[src/rtl/loc_irq_unit.sv]
module loc_irq_unit #(
  parameter int         NUM_LOC = 5,
  parameter int         LOC_W   = 3,
  parameter logic [3:0] VECTOR  = 4'd5
) (
  input  logic             clk,
  input  logic             rst_n,
  input  logic [LOC_W-1:0] active_loc,
  input  logic [LOC_W-1:0] reg_loc,
  input  logic [1:0]       reg_sel,
  input  logic             reg_wr,
  input  logic [3:0]       reg_be,
  input  logic [31:0]      reg_wdata,
  output logic [31:0]      reg_rdata,
  input  logic             evt_vld,
  input  logic [LOC_W-1:0] evt_loc,
  input  logic [3:0]       evt_src,
  output logic             irq
);

  localparam logic [LOC_W:0] NL       = NUM_LOC[LOC_W:0];
  localparam logic [31:0]    EN_RST   = 32'h0000_0008;
  localparam logic [31:0]    SUP      = 32'h0000_0087;
  localparam logic [31:0]    EN_WMASK = 32'h8000_009F;
  localparam logic [31:0]    CAPS     = SUP | 32'h0000_0010;
  localparam logic [1:0]     SEL_EN   = 2'd0;
  localparam logic [1:0]     SEL_ST   = 2'd1;
  localparam logic [1:0]     SEL_VEC  = 2'd2;

  logic [31:0] en_q  [NUM_LOC];
  logic [31:0] st_q  [NUM_LOC];
  logic [31:0] en_nx [NUM_LOC];
  logic [31:0] st_nx [NUM_LOC];
  logic [NUM_LOC-1:0] set_any, drop;
  logic irq_q;

  wire act_ok = {1'b0, active_loc} < NL;
  wire loc_ok = {1'b0, reg_loc} < NL;
  wire owner  = act_ok && (reg_loc == active_loc);
  wire evt_ok = evt_vld && ({1'b0, evt_loc} < NL);

  wire [31:0] bmask   = {{8{reg_be[3]}}, {8{reg_be[2]}}, {8{reg_be[1]}}, {8{reg_be[0]}}};
  wire [31:0] ev_bits = {24'b0, evt_src[3], 4'b0, evt_src[2:0]};

  for (genvar i = 0; i < NUM_LOC; i++) begin : g_loc
    wire hit   = owner && (reg_loc == LOC_W'(i));
    wire en_wr = reg_wr && (reg_sel == SEL_EN) && hit;
    wire st_wr = reg_wr && (reg_sel == SEL_ST) && hit;
    wire ev_hit = evt_ok && (evt_loc == LOC_W'(i));
    wire [31:0] set_i = (ev_hit && en_q[i][31]) ? (ev_bits & en_q[i]) : 32'b0;
    wire [31:0] clr_i = st_wr ? (reg_wdata & bmask & SUP) : 32'b0;

    assign en_nx[i]   = en_wr ? ((en_q[i] & ~bmask) | (reg_wdata & bmask & EN_WMASK)) : en_q[i];
    assign st_nx[i]   = (st_q[i] & ~clr_i) | set_i;
    assign set_any[i] = |set_i;
    assign drop[i]    = st_wr && (st_nx[i] == 32'b0);


    gate_off_chk: assert property (@(posedge clk) disable iff (!rst_n)
      (ev_hit && !en_q[i][31] && !st_wr) |=> $stable(st_q[i]));

    sup_only_chk: assert property (@(posedge clk) disable iff (!rst_n)
      (st_q[i] & ~SUP) == 32'b0);

    foreign_en_chk: assert property (@(posedge clk) disable iff (!rst_n)
      (reg_wr && (reg_loc == LOC_W'(i)) && !owner) |=> $stable(en_q[i]));
  end

  always_ff @(posedge clk) begin
    if (!rst_n) begin
      for (int i = 0; i < NUM_LOC; i++) begin
        en_q[i] <= EN_RST;
        st_q[i] <= 32'b0;
      end
      irq_q <= 1'b0;
    end else begin
      for (int i = 0; i < NUM_LOC; i++) begin
        en_q[i] <= en_nx[i];
        st_q[i] <= st_nx[i];
      end
      if (|set_any)   irq_q <= 1'b1;
      else if (|drop) irq_q <= 1'b0;
    end
  end

  assign irq = irq_q;

  always_comb begin
    case (reg_sel)
      SEL_EN:  reg_rdata = loc_ok ? en_q[reg_loc] : 32'b0;
      SEL_ST:  reg_rdata = loc_ok ? st_q[reg_loc] : 32'b0;
      SEL_VEC: reg_rdata = {28'b0, VECTOR};
      default: reg_rdata = CAPS;
    endcase
  end


  irq_rise_chk: assert property (@(posedge clk) disable iff (!rst_n)
    $rose(irq_q) |-> $past(evt_ok));

  irq_fall_chk: assert property (@(posedge clk) disable iff (!rst_n)
    $fell(irq_q) |-> $past(reg_wr && (reg_sel == SEL_ST) && owner));

endmodule

[config.mk]
export PLATFORM = sky130hd
export DESIGN_NAME = loc_irq_unit
export DESIGN_NICKNAME = d
export VERILOG_FILES = /design/src/rtl/loc_irq_unit.sv
export SDC_FILE = /design/constraint.sdc
export NUM_CORES = 1
export LEC_CHECK = 0
export ABC_AREA = 1
export BUFFER_PORTS_ARGS = -buffer_cell sky130_fd_sc_hd__buf_2
export CORE_MARGIN = 2
export CORE_UTILIZATION = 50
export CTS_BUF_LIST = sky130_fd_sc_hd__clkbuf_8
export CTS_CLUSTER_SIZE = 8
export DETAILED_ROUTE_END_ITERATION = 8
export HOLD_SLACK_MARGIN = 0.15
export PLACE_DENSITY = 0.7
export SETUP_SLACK_MARGIN = 0.2
export SYNTH_ARGS = -nofsm -noshare
export SYNTH_HDL_FRONTEND = slang
export SYNTH_SLANG_ARGS = --single-unit
export TNS_END_PERCENT = 30
[constraint.sdc]
create_clock -name clk -period 1.4 [get_ports clk]
set_input_delay 0 -clock clk [delete_from_list [all_inputs] [get_ports clk]]
set_output_delay 0 -clock clk [all_outputs]
set_load 0.01 [all_outputs]
==> flow_summary_export.csv, run 1 <==
group,metric,value,unit
timing,final.setup_skew,0.0103,ns
setup_path,crit_slowest_cell,"a221o_1",
global_route,grt_pass1_wl,36.6,mm
clocking,clockBufferDepth,2,
synth,syn_area,0.00755,sq mm
setup_path,crit_path_end_kind,"output port",
die,die_w,127,um
drt,vias_per_cell,5.43,
synth,synth_common_cells,"182 x nand2_1, 181 x dfxtp_1, 165 x nor2_1",
synth,ys_warn_count,0,
global_route,grt.total_usage,0.288,
clocking,tritoncts,"built",
synth,synth-seq-area-share,0.480,
clocking,clock_sinks,181,
worst_hold_path,holdPathStages,7,
cells_and_area,instances_no_fill,1402,
setup_path,cpPeakStageDelay,0.41,ns
die,rows,44,
synth,synth_top_area_frac,0.480,
synth,synth-edff-count,0,
timing,slew_headroom,0.694,
outcome,outcome,"finished, violations left",
synth,ys_types,39,
cells_and_area,area_delta_synth_final,35.4,%
setup_path,arrival,1.69,ns
global_route,antenna_found_initial,0,
outcome,violations,"negative setup slack",
placed_design,globalplace.congestion,0.971,
synth,syn-instance-count,1019,
setup_path,cp-start-kind,"flop",
cells_and_area,diodes,0,
timing,setup_viol_count_final,24,
drt,detail-route-antenna-nets,0,
die,fp.dieH,127,um
power,p_leak,0.00428,uW
global_route,grt_max_degree,38,
drt,wirelength,23.2,mm
clocking,insertion_delay,0.48,ns
setup_path,crit_required,1.40,ns
die,dieArea,0.0161,sq mm
synth,ys_ff_latch,181,
clocking,clkSlewWorstSetupHoldPaths,0.09,ns
setup_path,worstPathMaxFanout,2,
clocking,cts_root_buf,"clkbuf_8",
global_route,grt_pass1_vias,7142,
timing,finalWorstSetupSlack,-0.295,ns
die,ios,88,
drt,wl_per_cell,16.5,um
drt,first_pass_iters,6,
synth,synth.most_common_cell,"nand2_1",
drt,drtIter0Drc,736,
synth,ys_top_cells_by_area,"dfxtp_1 48%, nand2_1 9.0%, nor2_1 8.2%",
placed_design,dp.cells,1336,
placed_design,hpwl,15.9,mm
die,fp.coreArea,0.0146,sq mm
flow_run,cap_violations,0,
setup_path,r2r_cells,13,
timing,fin_hold_ws,0.115,ns
die,initial_core_util,0.516,
setup_path,crit_chain,"a22oi_2 > nand3_1 > a221o_1 > buf_2",
timing,final.min_clock_period,1.69,ns
timing,rsz0062_at_grt,"true",
clocking,cts_buffers,17,
drt,drc,0,
timing,max_freq,0.590,GHz
worst_hold_path,hp-class,"in2reg",
clocking,hold_buffers,16,
cells_and_area,drive_above_1_share,0.356,
timing,worst_pin_slew,0.459,ns
setup_path,cp_num_cells,4,
synth,syn_nets,1078,
synth,synth_largest_area_cell,"dfxtp_1",
setup_path,critical_path_class,"reg2out",
synth,synth-main-ff-cell,"dfxtp_1",
synth,ys_async_sr_fraction,0,
cells_and_area,layout.nets,1265,
placed_design,portBuffers,62,
global_route,overflow,0,
synth,syn_area_per_cell,7.41,sq um
clocking,cts_max_level,4,
timing,slew_viol_final,0,
power,ir_drop,0.722,mV
power,p_per_area,925,mW/mm^2
drt,vias,7611,
setup_path,crit_buf_inv,1,
timing,finalCritPeriodShare,1.21,
timing,finalHoldViolCount,0,
setup_path,crit_family,"compound AO/OA/AOI/OAI gates",
## placed cells by master (no fill, tap or decap), types with 16 or more instances in the layout
cell and instances:
nand2_1 175, nor2_1 159, dfxtp_1 133, buf_4 114, inv_1 81, a21oi_1 67, buf_2 57, dfxtp_2 48
nand3_1 42, a22oi_2 34, a21oi_2 27, inv_2 26, o21ai_0 23, clkbuf_8 21, o21ai_1 20, nor3_1 20
buf_6 18, a22oi_1 16, dlygate4sd3_1 16
## worst min-delay path, cell delays in order
cell and delay, ns:
buf_2 0.13, nor3_2 0.06, nand2_1 0.06, inv_2 0.06, nand3_2 0.07, buf_4 0.11
a21oi_1 0.06
## through the flow
step            util  total power [uW]  setup WS [ns]  area, sq um  TNS, ns
4_1_cts        0.664              9390         -0.277         9730    -2.48
3_3_place_gp   0.606              5920         -0.272         8870    -6.53
6_report       0.698              9450         -0.295        10200    -1.67
2_1_floorplan      -              5580         0.0866         7610        0
3_5_place_dp   0.606              5920         -0.249         8870   -10.42
5_1_grt        0.698              9730         -0.322        10200    -4.18
## layout make-up
| cell class | count | area (sq um) |
|---|---|---|
| clock buffers | 21 | 289 |
| clock inverters | 10 | 93.8 |
| flip-flops and latches | 181 | 3680 |
| inverters | 114 | 447 |
| well taps | 184 | 230 |
| multi-input cells | 682 | 3880 |
| fillers | 1223 | 4430 |
| repair buffers | 210 | 1600 |
## cells by family after synthesis
kind of cell	share of synthesized area
and+or+nand+nor	0.263
buffers and inverters	0.0791
DFF	0.480
AOI/OAI and AO/OA	0.172
adders and majority gates	0.00663
## path summary, 6_finish.rpt
check	startpoint	to	slack, ns
worst max-delay path	st_q[0][1]	reg_rdata[1]	-0.29
worst min-delay path	evt_loc[0]	st_q[2][2]	0.12
worst max register to register	flop	irq	-0.13
worst min register to register	en_q[4][19]	en_q[4][19]	0.43
## what timing repair did
item / CTS / global route
hold endpoints to repair: 159 / 4
pin swaps: 43 / 48
endpoints found under the setup margin: 43 / 54
gates resized for setup: 93 / 118
cloned: 0 / 0
buffers inserted: 7 / 12
## layer usage
layer / global-route usage / part of all wire / vias to the layer above
met2: 0.456 / 0.46 / 299
met1: 0.393 / 0.44 / 3514
met4: 0.0970 / 0.027 / 0
met3: 0.0616 / 0.069 / 64
li1: - / - / 3734
met5: 0 / 0 / -
## report_power, final
group          leakage (uW)  internal [uW]  switching, uW
registers           0.00148           5140          0.730
logic               0.00260            281            528
clock network      0.000196           1590           1910
Power figures use the tool's default switching activity.
==> inputs of run 2 (changes only) <==
- ABC_AREA: 1 -> not set
- CAP_MARGIN: not set -> 20
==> run 2 against run 1 <==
- the run still ends with negative setup slack left
- combinational power is 15% lower
- clock power rose by 16%
- register-to-register slack lost 0.41 ns
- sequential share of layout area rose by 1.4 points
- count of clock-buffer cells in the layout fell by 1
- synthesized area grew 0.31%
- sequential power is essentially flat
- final area is 3.8% lower
- non-clock buffer count shrank 11
- highest routed layer unchanged
==> flow_summary_export.csv, run 2 <==
group,metric,value,unit
drt,first_pass_iters,5,
cells_and_area,drive_above_1_share,0.374,
global_route,overflow,0,
synth,synth.most_common_cell,"dfxtp_1",
worst_hold_path,hp-start,"evt_loc[2]",
setup_path,r2r-end,"irq",
die,fp.dieH,127,um
setup_path,worstPathMaxFanout,2,
synth,syn_area,0.00757,sq mm
clocking,clock_sinks,181,
drt,detail-route-antenna-nets,0,
clocking,cts_buffers,17,
timing,slew_viol_final,0,
placed_design,dp.cells,1066,
power,sw_frac_of_total,0.238,
synth,ys_async_sr_fraction,0,
cells_and_area,area_delta_synth_final,29.8,%
timing,final.setup_skew,0.0151,ns
clocking,tritoncts,"built",
timing,final.min_clock_period,1.99,ns
cells_and_area,design_area,0.00983,sq mm
die,dieArea,0.0161,sq mm
synth,ys_warn_count,0,
synth,syn_nets,815,
power,ir_drop,1.16,mV
clocking,cts_max_level,4,
power,seq_power_share,0.519,
timing,fin_hold_ws,0.133,ns
timing,max_freq,0.504,GHz
setup_path,crit_path_end_kind,"output port",
global_route,grt_max_degree,49,
power,p_int,7550,uW
synth,synth_common_cells,"181 x dfxtp_1, 96 x nand2_1, 91 x and2_1",
die,fp.coreArea,0.0146,sq mm
outcome,outcome,"finished, violations left",
synth,synth_largest_area_cell,"dfxtp_1",
cells_and_area,layout.nets,988,
die,ios,88,
placed_design,placed_area,0.00881,sq mm
synth,ys_top_cells_by_area,"dfxtp_1 48%, mux4_2 11%, and2_1 7.5%",
placed_design,globalplace.congestion,0.946,
timing,rsz0062_at_grt,"true",
drt,wirelength,21.7,mm
synth,syn-instance-count,756,
timing,setup_viol_count_final,33,
die,die_w,127,um
power,pwr-share-clk,0.411,
clocking,cts_root_buf,"clkbuf_8",
placed_design,hpwl,14.8,mm
timing,worst_pin_slew,0.543,ns
timing,finalCritPeriodShare,1.42,
die,initial_core_util,0.517,
placed_design,portBuffers,62,
setup_path,crit_required,1.40,ns
timing,slew_headroom,0.637,
setup_path,rr_startpoint,"st_q[3][7]",
synth,synth-edff-count,0,
synth,ys_types,50,
cells_and_area,diodes,0,
global_route,antenna_found_initial,0,
clocking,clkSlewWorstSetupHoldPaths,0.10,ns
drt,vias_per_cell,5.83,
drt,drtIter0Drc,729,
drt,drc,0,
cells_and_area,final_common_cell,"dfxtp_1",
setup_path,rrSetupSlack,-0.54,ns
worst_hold_path,holdPathStages,4,
clocking,insertion_delay,0.47,ns
drt,wl_per_cell,19.3,um
global_route,grt_pass1_wl,34.2,mm
synth,syn_area_per_cell,10.0,sq um
cells_and_area,instances_no_fill,1126,
worst_hold_path,hold_end,"st_q[4][1]",
setup_path,arrival,1.99,ns
cells_and_area,most-common-layout-cells,"139 x dfxtp_1, 105 x buf_4, 90 x and2_1, 83 x nand2_1, 62 x buf_2",
synth,synth-seq-area-share,0.478,
power,p_leak,0.00409,uW
timing,finalHoldViolCount,0,
cells_and_area,num-fill-cells,1127,
global_route,grt.total_usage,0.269,
flow_run,cap_violations,0,
drt,vias,6568,
synth,synth_top_area_frac,0.478,
die,rows,44,
setup_path,cp-start-kind,"flop",
global_route,grt_pass1_vias,6523,
clocking,clockBufferDepth,2,
power,switchingPower,2360,uW
synth,synth-main-ff-cell,"dfxtp_1",
power,p_per_area,1010,mW/mm^2
power,combPwrFrac,0.070,
synth,ys_ff_latch,181,
outcome,violations,"negative setup slack",
worst_hold_path,hp-class,"in2reg",
timing,finalWorstSetupSlack,-0.585,ns
setup_path,critical_path_class,"reg2out",
setup_path,r2r_cells,8,
[run 2: changes by cell type in the layout (fill, tap and decap cells not counted), moves of 36 or more]
cell and delta:
and3_1 +47, mux4_2 +36, nand2_1 -92, a21boi_0 +39, a21oi_1 -61, inv_1 -75
nor2_1 -139, and2_1 +90
[run 2: metal layers]
metal / part of all wire / GRT usage / up-vias
met2: 0.47 / 0.427 / 280
met4: 0.020 / 0.0886 / 0
li1: - / - / 3056
met5: 0 / 0 / -
met1: 0.45 / 0.367 / 3190
met3: 0.069 / 0.0603 / 42
[run 2: worst max-delay path, stage by stage (launching register included)]
cell	delay [ns]
dfxtp_2	0.34
buf_6	0.10
mux4_2	0.46
a22o_1	0.19
a221o_1	0.28
buf_2	0.14
[run 2: how the worst max path moves through the flow]
stage,from,depth (start not counted),end,slack [ns]
floorplan,st_q[3][7],6,irq,-0.14
global placement,reg_sel[0],8,en_q[2][11],-0.23
detailed placement,reg_sel[0],8,en_q[2][8],-0.28
CTS,st_q[3][7],5,reg_rdata[7],-0.60
global route,st_q[3][7],5,reg_rdata[7],-0.64
finish,st_q[3][7],5,reg_rdata[7],-0.59
[run 2: cell families (layout without fill, tap and decap cells)]
group	Yosys count	after routing	synth area share
buffers and inverters	52	238	0.0286
AOI/OAI and AO/OA	137	137	0.132
muxes	41	41	0.114
DFF	181	181	0.478
and+or+nand+nor	341	341	0.241
adders and majority gates	4	4	0.00661
[run 2: cell type report]
class,instances,area [sq um],area share
multi-input combinational,523,3970,0.404
sequential,181,3680,0.374
timing repair buffer,199,1460,0.149
clock buffer,20,275,0.0280
tap,184,230,0.0234
clock inverter,12,188,0.0191
inverter,7,26.3,0.00267
[run 2: power by group through the flow]
stage	combinational [uW]	sequential (uW)	clock (uW)
detailed placement	609	5270	0
finish	690	5140	4070
floorplan	314	5270	0
global route	732	5150	4320
global placement	597	5270	0
CTS	659	5150	4110
[run 2: what timing repair did]
action / CTS / global route
resized for setup: 33 / 76
hold endpoints to repair: 157 / 4
hold buffers: 18 / 2
buffers inserted: 4 / 4
pin swaps: 14 / 24
cloned: 0 / 0
endpoints found under the setup margin: 38 / 97
[run 2: stage by stage]
step	setup slack, ns	util	TNS [ns]	total power (uW)
5_1_grt	-0.636	0.671	-9.58	10200
4_1_cts	-0.601	0.653	-8.04	9920
3_5_place_dp	-0.281	0.602	-18.29	5880
6_report	-0.585	0.671	-7.64	9910
3_3_place_gp	-0.230	0.602	-12.69	5870
2_1_floorplan	-0.137	-	-0.137	5580
==> inputs of run 3 (changes only) <==
- CELL_PAD_IN_SITES_DETAIL_PLACEMENT: not set -> 0
- CELL_PAD_IN_SITES_GLOBAL_PLACEMENT: not set -> 2
- CORE_UTILIZATION: 50 -> 39
- PLACE_DENSITY: 0.7 -> not set
- PLACE_DENSITY_LB_ADDON: not set -> 0.1
==> run 3 against run 2 <==
- the flow finishes with violations (negative hold slack, negative setup slack)
- core utilization decreased by 14 points
- first-iteration DRC count decreased by 43%
- fmax increased by 2.0%
- die area increased by 27%
- setup slack improved by 0.039 ns
- total power decreased by 1.3%
- largest cell class unchanged
- highest routed layer unchanged
==> flow_summary_export.csv, run 3 (synthesis gave the netlist of run 2 again) <==
group,metric,value,unit
outcome,outcome,"finished, violations left",
outcome,violations,"negative hold slack, negative setup slack",
cells_and_area,ff_latch_area,0.00367,sq mm
drt,drc,0,
timing,setup_viol_count_final,33,
placed_design,globalplace.congestion,0.919,
clocking,clock_sinks,181,
cells_and_area,multi_input_area,0.00399,sq mm
cells_and_area,area_delta_synth_final,32.7,%
drt,vias,6399,
drt,wl_per_cell,19.3,um
drt,detail-route-antenna-nets,0,
cells_and_area,layout.nets,1002,
die,ios,88,
timing,max_freq,0.514,GHz
setup_path,cp-start-kind,"flop",
die,fp.coreArea,0.0189,sq mm
global_route,grt_pass1_vias,6513,
clocking,tritoncts,"built",
global_route,overflow,0,
timing,final.min_clock_period,1.95,ns
setup_path,crit_required,1.40,ns
clocking,cts_max_level,4,
die,fp.dieH,143,um
drt,vias_per_cell,5.26,
placed_design,pre_cts_slack,-0.267,ns
timing,fin_hold_ws,-0.0391,ns
timing,finalWorstSetupSlack,-0.546,ns
placed_design,hpwl,16.3,mm
setup_path,crit_path_end_kind,"output port",
die,dieArea,0.0206,sq mm
setup_path,worstPathMaxFanout,2,
global_route,grt.total_usage,0.237,
cells_and_area,drive_above_1_share,0.386,
placed_design,placed_area,0.00908,sq mm
timing,rsz0062_at_grt,"true",
power,finalPower,9780,uW
timing,slew_headroom,0.600,
clocking,cts_buffers,17,
global_route,grt_pass1_wl,36.8,mm
worst_hold_path,hp-class,"in2reg",
global_route,antenna_found_initial,0,
cells_and_area,num-fill-cells,1759,
timing,finalHoldViolCount,1,
global_route,grt_max_degree,51,
die,initial_core_util,0.401,
setup_path,critical_path_class,"reg2out",
clocking,clkSlewWorstSetupHoldPaths,0.11,ns
cells_and_area,diodes,0,
drt,first_pass_iters,6,
timing,slew_viol_final,0,
clocking,clockBufferDepth,2,
cells_and_area,most-common-layout-cells,"144 x dfxtp_1, 120 x buf_4, 89 x and2_1, 80 x nand2_1, 61 x buf_2",
cells_and_area,design_area,0.0101,sq mm
timing,worst_pin_slew,0.599,ns
setup_path,arrival,1.95,ns
power,ir_drop,0.794,mV
timing,final.setup_skew,0.0174,ns
clocking,cts_root_buf,"clkbuf_8",
drt,drtIter0Drc,414,
power,p_per_area,973,mW/mm^2
power,p_leak,0.00416,uW
flow_run,cap_violations,0,
clocking,insertion_delay,0.47,ns
drt,wirelength,23.5,mm
placed_design,portBuffers,62,
die,die_w,143,um
timing,finalCritPeriodShare,1.39,
die,rows,50,
cells_and_area,final_common_cell,"dfxtp_1",
## run 3: final cells by class
| type | count | share of cell area |
|---|---|---|
| Clock inverter | 15 | 0.0209 |
| Multi-Input combinational cell | 523 | 0.397 |
| Sequential cell | 181 | 0.365 |
| Timing Repair Buffer | 213 | 0.158 |
| Clock buffer | 17 | 0.0233 |
| Tap cell | 260 | 0.0324 |
| Inverter | 7 | 0.00261 |
## run 3: per-stage QoR
stage           util  TNS (ns)  cells
2_1_floorplan      -    -0.137    756
3_3_place_gp   0.481    -25.88   1160
3_5_place_dp   0.481    -27.79   1160
4_1_cts        0.520     -8.55   1212
5_1_grt        0.532     -9.89   1216
6_report       0.532     -7.23   1216
## run 3: path summary, 6_finish.rpt
kind	slack, ns	to	cells past startpoint	startpoint
setup reg to reg	-0.30	irq	6	st_q[3][7]
hold reg to reg	0.46	en_q[2][10]	1	en_q[2][10]
setup / recovery	-0.55	reg_rdata[7]	4	flop
hold / removal	-0.04	st_q[3][2]	3	evt_src[2]
## run 3: timing repair
action,in CTS,in global routing
buffers inserted,3,3
hold endpoints to repair,169,6
hold buffers,17,1
gates cloned,0,0
setup endpoints to repair,40,107
resized for setup,37,70
pin swaps,11,30
## run 3: metal layers
metal	track usage	routed length [um]	vias to the layer above
li1	-	-	3081
met1	0.333	11400	3132
met2	0.377	10700	159
met3	0.0390	1010	27
met4	0.0676	305	0
met5	0	0	-
## run 3: report_power, final
part           internal (uW)  leakage (uW)  total [uW]  switching, uW
Combinational            305       0.00246         739            434
Sequential              5150       0.00148        5150           1.77
Clock                   1710      0.000223        3890           2190
## run 3: worst max-delay path, cell delays in order (launching register included)
cell     delay, ns
dfxtp_2       0.34
mux4_2        0.45
a22o_1        0.23
a221o_1       0.32
buf_2         0.14
